<file path="src/rtl/cursor_shape_pkg.sv">
package cursor_shape_pkg;
  localparam int LINE_W  = 5;
  localparam int SKEW_W  = 2;
  localparam int BYTE_W  = 8;
  localparam int SKEW_DEPTH = (1 << SKEW_W) - 1;

  typedef logic [LINE_W-1:0] line_t;
  typedef logic [SKEW_W-1:0] skew_t;

  typedef struct packed {
    logic  off;
    line_t first;
  } start_cfg_t;

  typedef struct packed {
    skew_t skew;
    line_t last;
  } end_cfg_t;
endpackage

</file>
<file path="src/rtl/cursor_cfg_regs.sv">
module cursor_cfg_regs
  import cursor_shape_pkg::*;
(
  input  logic              clk,
  input  logic              rst_n,
  input  logic              wr_en,
  input  logic              addr,
  input  logic [BYTE_W-1:0] wr_data,
  output logic [BYTE_W-1:0] rd_data,
  output start_cfg_t        start_cfg,
  output end_cfg_t          end_cfg
);
  localparam int START_BITS = $bits(start_cfg_t);
  localparam int END_BITS   = $bits(end_cfg_t);

  always_ff @(posedge clk) begin
    if (!rst_n) begin
      start_cfg <= '0;
      end_cfg   <= '0;
    end else if (wr_en) begin
      if (addr == 1'b0) start_cfg <= start_cfg_t'(wr_data[START_BITS-1:0]);
      else              end_cfg   <= end_cfg_t'(wr_data[END_BITS-1:0]);
    end
  end

  always_comb begin
    rd_data = '0;
    if (addr == 1'b0) rd_data[START_BITS-1:0] = start_cfg;
    else              rd_data[END_BITS-1:0]   = end_cfg;
  end

  AST_START_WRITE: assert property (@(posedge clk) disable iff (!rst_n)
    (wr_en && !addr) |=> (start_cfg == $past(wr_data[START_BITS-1:0]))) else $error("start write");
  AST_END_WRITE: assert property (@(posedge clk) disable iff (!rst_n)
    (wr_en && addr) |=> (end_cfg == $past(wr_data[END_BITS-1:0]))) else $error("end write");
  AST_CFG_HOLD: assert property (@(posedge clk) disable iff (!rst_n)
    !wr_en |=> ($stable(start_cfg) && $stable(end_cfg))) else $error("cfg hold");
endmodule

</file>
<file path="src/rtl/cursor_window.sv">
module cursor_window
  import cursor_shape_pkg::*;
(
  input  logic       clk,
  input  logic       rst_n,
  input  start_cfg_t start_cfg,
  input  end_cfg_t   end_cfg,
  input  line_t      scan_line,
  input  logic       text_mode,
  input  logic       cell_match,
  output logic       enable
);
  logic above_first;
  logic below_last;
  logic in_window;

  always_comb begin
    above_first = (scan_line >= start_cfg.first);
    below_last  = (scan_line <= end_cfg.last);
    in_window   = above_first && below_last;
    enable      = text_mode && !start_cfg.off && cell_match && in_window;
  end

  AST_INVERTED_EMPTY: assert property (@(posedge clk) disable iff (!rst_n)
    (start_cfg.first > end_cfg.last) |-> !enable) else $error("inverted window");
  AST_OFF_BLOCKS: assert property (@(posedge clk) disable iff (!rst_n)
    start_cfg.off |-> !enable) else $error("off flag");
  AST_NEEDS_MATCH: assert property (@(posedge clk) disable iff (!rst_n)
    !cell_match |-> !enable) else $error("match");
endmodule

</file>
<file path="src/rtl/cursor_skew.sv">
module cursor_skew
  import cursor_shape_pkg::*;
(
  input  logic  clk,
  input  logic  rst_n,
  input  logic  advance,
  input  logic  en_in,
  input  skew_t skew,
  input  logic  text_mode,
  output logic  out
);
  logic [SKEW_DEPTH-1:0] stage;
  logic [SKEW_DEPTH:0]   taps;

  always_ff @(posedge clk) begin
    if (!rst_n) stage <= '0;
    else if (advance) stage[0] <= en_in;
  end

  genvar g;
  generate
    for (g = 1; g < SKEW_DEPTH; g++) begin : g_shift
      always_ff @(posedge clk) begin
        if (!rst_n) stage[g] <= 1'b0;
        else if (advance) stage[g] <= stage[g-1];
      end
    end
  endgenerate

  always_comb begin
    taps = {stage, en_in};
    out  = taps[skew] && text_mode;
  end

  AST_PIPE_HOLD: assert property (@(posedge clk) disable iff (!rst_n)
    !advance |=> $stable(stage)) else $error("pipe hold");
  AST_GFX_OFF: assert property (@(posedge clk) disable iff (!rst_n)
    !text_mode |-> !out) else $error("graphics off");
endmodule

</file>
<file path="src/rtl/cursor_shape_gen.sv">
module cursor_shape_gen
  import cursor_shape_pkg::*;
(
  input  logic              clk,
  input  logic              rst_n,
  input  logic              reg_wr_en,
  input  logic              reg_addr,
  input  logic [BYTE_W-1:0] reg_wr_data,
  output logic [BYTE_W-1:0] reg_rd_data,
  input  logic              text_mode,
  input  logic              cell_match,
  input  logic [LINE_W-1:0] scan_line,
  input  logic              char_strobe,
  output logic              cursor_on
);
  start_cfg_t start_cfg;
  end_cfg_t   end_cfg;
  logic       enable;

  cursor_cfg_regs u_regs (
    .clk       (clk),
    .rst_n     (rst_n),
    .wr_en     (reg_wr_en),
    .addr      (reg_addr),
    .wr_data   (reg_wr_data),
    .rd_data   (reg_rd_data),
    .start_cfg (start_cfg),
    .end_cfg   (end_cfg)
  );

  cursor_window u_window (
    .clk        (clk),
    .rst_n      (rst_n),
    .start_cfg  (start_cfg),
    .end_cfg    (end_cfg),
    .scan_line  (scan_line),
    .text_mode  (text_mode),
    .cell_match (cell_match),
    .enable     (enable)
  );

  cursor_skew u_skew (
    .clk       (clk),
    .rst_n     (rst_n),
    .advance   (char_strobe),
    .en_in     (enable),
    .skew      (end_cfg.skew),
    .text_mode (text_mode),
    .out       (cursor_on)
  );

  AST_ZERO_SKEW_MATCH: assert property (@(posedge clk) disable iff (!rst_n)
    ((end_cfg.skew == '0) && !cell_match) |-> !cursor_on) else $error("skew0 match");
endmodule

</file>
<file path="config.mk">
export PLATFORM = sky130hd
export DESIGN_NAME = cursor_shape_gen
export DESIGN_NICKNAME = d
export VERILOG_FILES = /design/src/rtl/cursor_shape_pkg.sv /design/src/rtl/cursor_cfg_regs.sv /design/src/rtl/cursor_window.sv /design/src/rtl/cursor_skew.sv /design/src/rtl/cursor_shape_gen.sv
export SDC_FILE = /design/constraint.sdc
export NUM_CORES = 1
export LEC_CHECK = 0
export BUFFER_PORTS_ARGS = -buffer_cell sky130_fd_sc_hd__buf_4
export CELL_PAD_IN_SITES_DETAIL_PLACEMENT = 1
export CELL_PAD_IN_SITES_GLOBAL_PLACEMENT = 2
export CORE_MARGIN = 2
export CORE_UTILIZATION = 30
export CTS_CLUSTER_SIZE = 25
export DETAILED_ROUTE_END_ITERATION = 6
export PLACE_DENSITY = 0.85
export SKIP_CTS_REPAIR_TIMING = 1
export SYNTH_ARGS = -nofsm -noshare
export SYNTH_HDL_FRONTEND = slang
export SYNTH_SLANG_ARGS = --single-unit
</file>
<file path="constraint.sdc">
create_clock -name clk -period 2.7 [get_ports clk]
set_input_delay 0.54 -clock clk [delete_from_list [all_inputs] [get_ports clk]]
set_output_delay 0.54 -clock clk [all_outputs]
set_load 0.02 [all_outputs]
</file>
==> metrics.cfg <==
[status]
status = completed

[timing]
finalCritPeriodShare = 0.906
setup_ws_ps = 255
grt_setup_unrepaired = no
final.setup_skew_ps = 1.04
hold_ws_ps = 475
tns_ps = 0
fmax_mhz = 409
setup_viol = 0
drv_slew = 0
hold_viol_final = 0
period_needed_ps = 2450

[setup_path]
cp.required_ps = 2160
cp_data_arrival_time_ps = 1910
cp-start-kind = input port
r2r_start = u_regs.start_cfg[2]$_SDFFE_PN0P_
endpoint_kind = output port
startpoint = scan_line[0]
critPathKind = input port to output port
cp_max_fo = 2

[floorplan]
rows = 20
die_w_um = 59.4
io_pins = 29
die_area_sq_um = 3530
start_util = 0.310
die_y_um = 59.4
core-area_sq_um = 2980

[place]
dp_cells = 166
port_buffers = 26
place.detailed.hpwl_um = 1820
post_dp_cell_area_sq_um = 1110
dp_slack_ps = 265
place_congestion = 0.656

[routing]
drtAntennaViolNets = 0
post_drt_wl_per_cell_um = 12.9
drt_pass1_iterations = 3
wirelength_um = 2200
vias_per_cell = 4.90
drc = 0
num_vias = 833
initialDrtViolationCount = 20

[synth]
yosysSeqAreaShare = 0.304
syn_area_sq_um = 922
synth_cell_types = 31
ys_seq_elements = 14
syn-num-nets = 143
syn_area_per_cell_sq_um = 8.16
synth_top_cell_by_area = dfxtp_1
yosysTopAreaCellShare = 0.304
yosysWarnings = 4
synthTopCellsByArea = dfxtp_1 (30%), ha_1 (14%), nand2_1 (6.1%)
netlist_instances = 113

[global_routing]
grt_pass1_wl_um = 3820
grt_pass1_vias = 879
overflow = 0
grt_max_degree = 21
track_usage = 0.144
antenna_found_initial = 0

[finish]
drive_gt1_frac = 0.255
fin_nets = 168
antenna_cells = 0
nFillCells = 375
fin_cells = 170
areaGrowthSynthToFinish_pct = 24.8
utilization = 0.387
stdcell_area_sq_um = 1150

[clock_network]
cts_tree = done
clockBufferDepth = 2
clk_latency_ps = 270
cts_buffers = 3
tritoncts_num_sinks = 14
clk_pin_slew_ps = 90
root_buffer = clkbuf_4
htreeDepth = 1

[power_and_ir_drop]
pwr-share-comb = 0.237
switching_share = 0.275
intPower_mw = 0.352
power_density_nw_per_um2 = 422
power.switching_mw = 0.134
seqPwrFrac = 0.456
p_clk_frac = 0.306
worst_ir_drop_vdd_mv = 0.207
total_power_mw = 0.486
leakage_nw = 0.493

[hold_path]
min_path_type = flip-flop to flip-flop
min_from = u_regs.end_cfg[3]$_SDFFE_PN0P_

[flow_run]
maxCapViolations = 0

## cell families (layout without fill, tap and decap cells)
group | Yosys count | count (layout) | share of synthesized area
flops | 14 | 14 | 0.304
other cells | 1 | 1 | 0.00407
buf+inv | 15 | 39 | 0.0841
simple gates | 44 | 44 | 0.247
fa+ha+maj | 10 | 10 | 0.136
mux | 4 | 4 | 0.0461
compound gates | 25 | 25 | 0.179
## flip-flops by register name, summed over array words and instances (netlist names)
| signal | flops |
|---|---|
| u_regs.end_cfg | 7 |
| u_regs.start_cfg | 6 |
| u_skew.stage | 1 |
## Yosys cell counts
library cell / count
nor2b_4: 1
clkbuf_1: 1
inv_1: 9
and2_1: 1
o31ai_2: 2
a41oi_1: 1
nor2_1: 7
o31a_1: 1
and2b_1: 1
nand2_1: 15
o21ai_0: 4
nor2b_1: 6
nand3_1: 7
nand4b_1: 1
mux2i_1: 2
and4_1: 1
or3b_1: 1
a21oi_1: 8
conb_1: 1
nor3_1: 1
nand3b_1: 1
buf_6: 2
dfxtp_1: 14
ha_1: 10
nand2b_1: 1
a21boi_0: 6
o21ai_1: 2
a21boi_1: 1
mux2_2: 2
buf_4: 1
buf_2: 2
## path summary, 6_finish.rpt
check                              endpoint  slack, ps  cells after the start
max reg2reg    u_skew.stage[0]$_SDFFE_PN0P_       1160                      6
min          u_regs.end_cfg[3]$_SDFFE_PN0P_        480                      2
min reg2reg  u_regs.end_cfg[3]$_SDFFE_PN0P_        480                      2
max                               cursor_on        250                      8
## layer usage
| metal | GRT usage | part of all wire | up-vias | wire (um) |
|---|---|---|---|---|
| li1 | - | - | 433 | - |
| met1 | 0.193 | 0.47 | 386 | 1030 |
| met2 | 0.228 | 0.49 | 10 | 1070 |
| met3 | 0.0131 | 0.017 | 4 | 38 |
| met4 | 0.0747 | 0.026 | 0 | 57 |
| met5 | 0 | 0 | - | 0 |
## layout by cell type, fill, tap and decap left out
master	n
mux2i_1	2
a21oi_1	8
mux2_2	2
o31ai_2	2
a21boi_0	6
dfxtp_1	14
clkbuf_8	1
and4_1	1
clkbuf_4	3
nand2_1	15
a21boi_1	1
conb_1	1
o21ai_0	4
nor2b_4	1
nand2b_1	1
nand3b_1	1
ha_1	10
nor2b_1	6
and2_1	1
o21ai_1	2
nand3_1	7
nor3_1	1
nor2_1	7
buf_4	26
or3b_1	1
a41oi_1	1
nand4b_1	1
inv_1	9
o31a_1	1
and2b_1	1
## power groups by stage
stage | Clock (mW) | Combinational [mW] | Sequential, mW
after global placement | 0 | 0.111 | 0.227
after floorplan | 0 | 0.0738 | 0.225
final | 0.149 | 0.115 | 0.222
after CTS | 0.156 | 0.118 | 0.222
after global routing | 0.165 | 0.131 | 0.223
after detailed placement | 0 | 0.117 | 0.227
## cell type report
class                           instances  area (sq um)  share of cell area
Clock buffer                            4          36.3              0.0315
Inverter                                9          33.8              0.0293
Multi-Input combinational cell         84           564               0.490
Sequential cell                        14           280               0.243
Tap cell                               33          41.3              0.0359
Timing Repair Buffer                   26           195               0.170
## worst max-delay path, stage by stage
cell and delay (ps):
buf_4 80, inv_1 40, ha_1 310, nor2b_4 40
o21ai_1 220, a41oi_1 230, o31ai_2 280, buf_4 170
No activity file was read; power rests on OpenSTA's default activity.
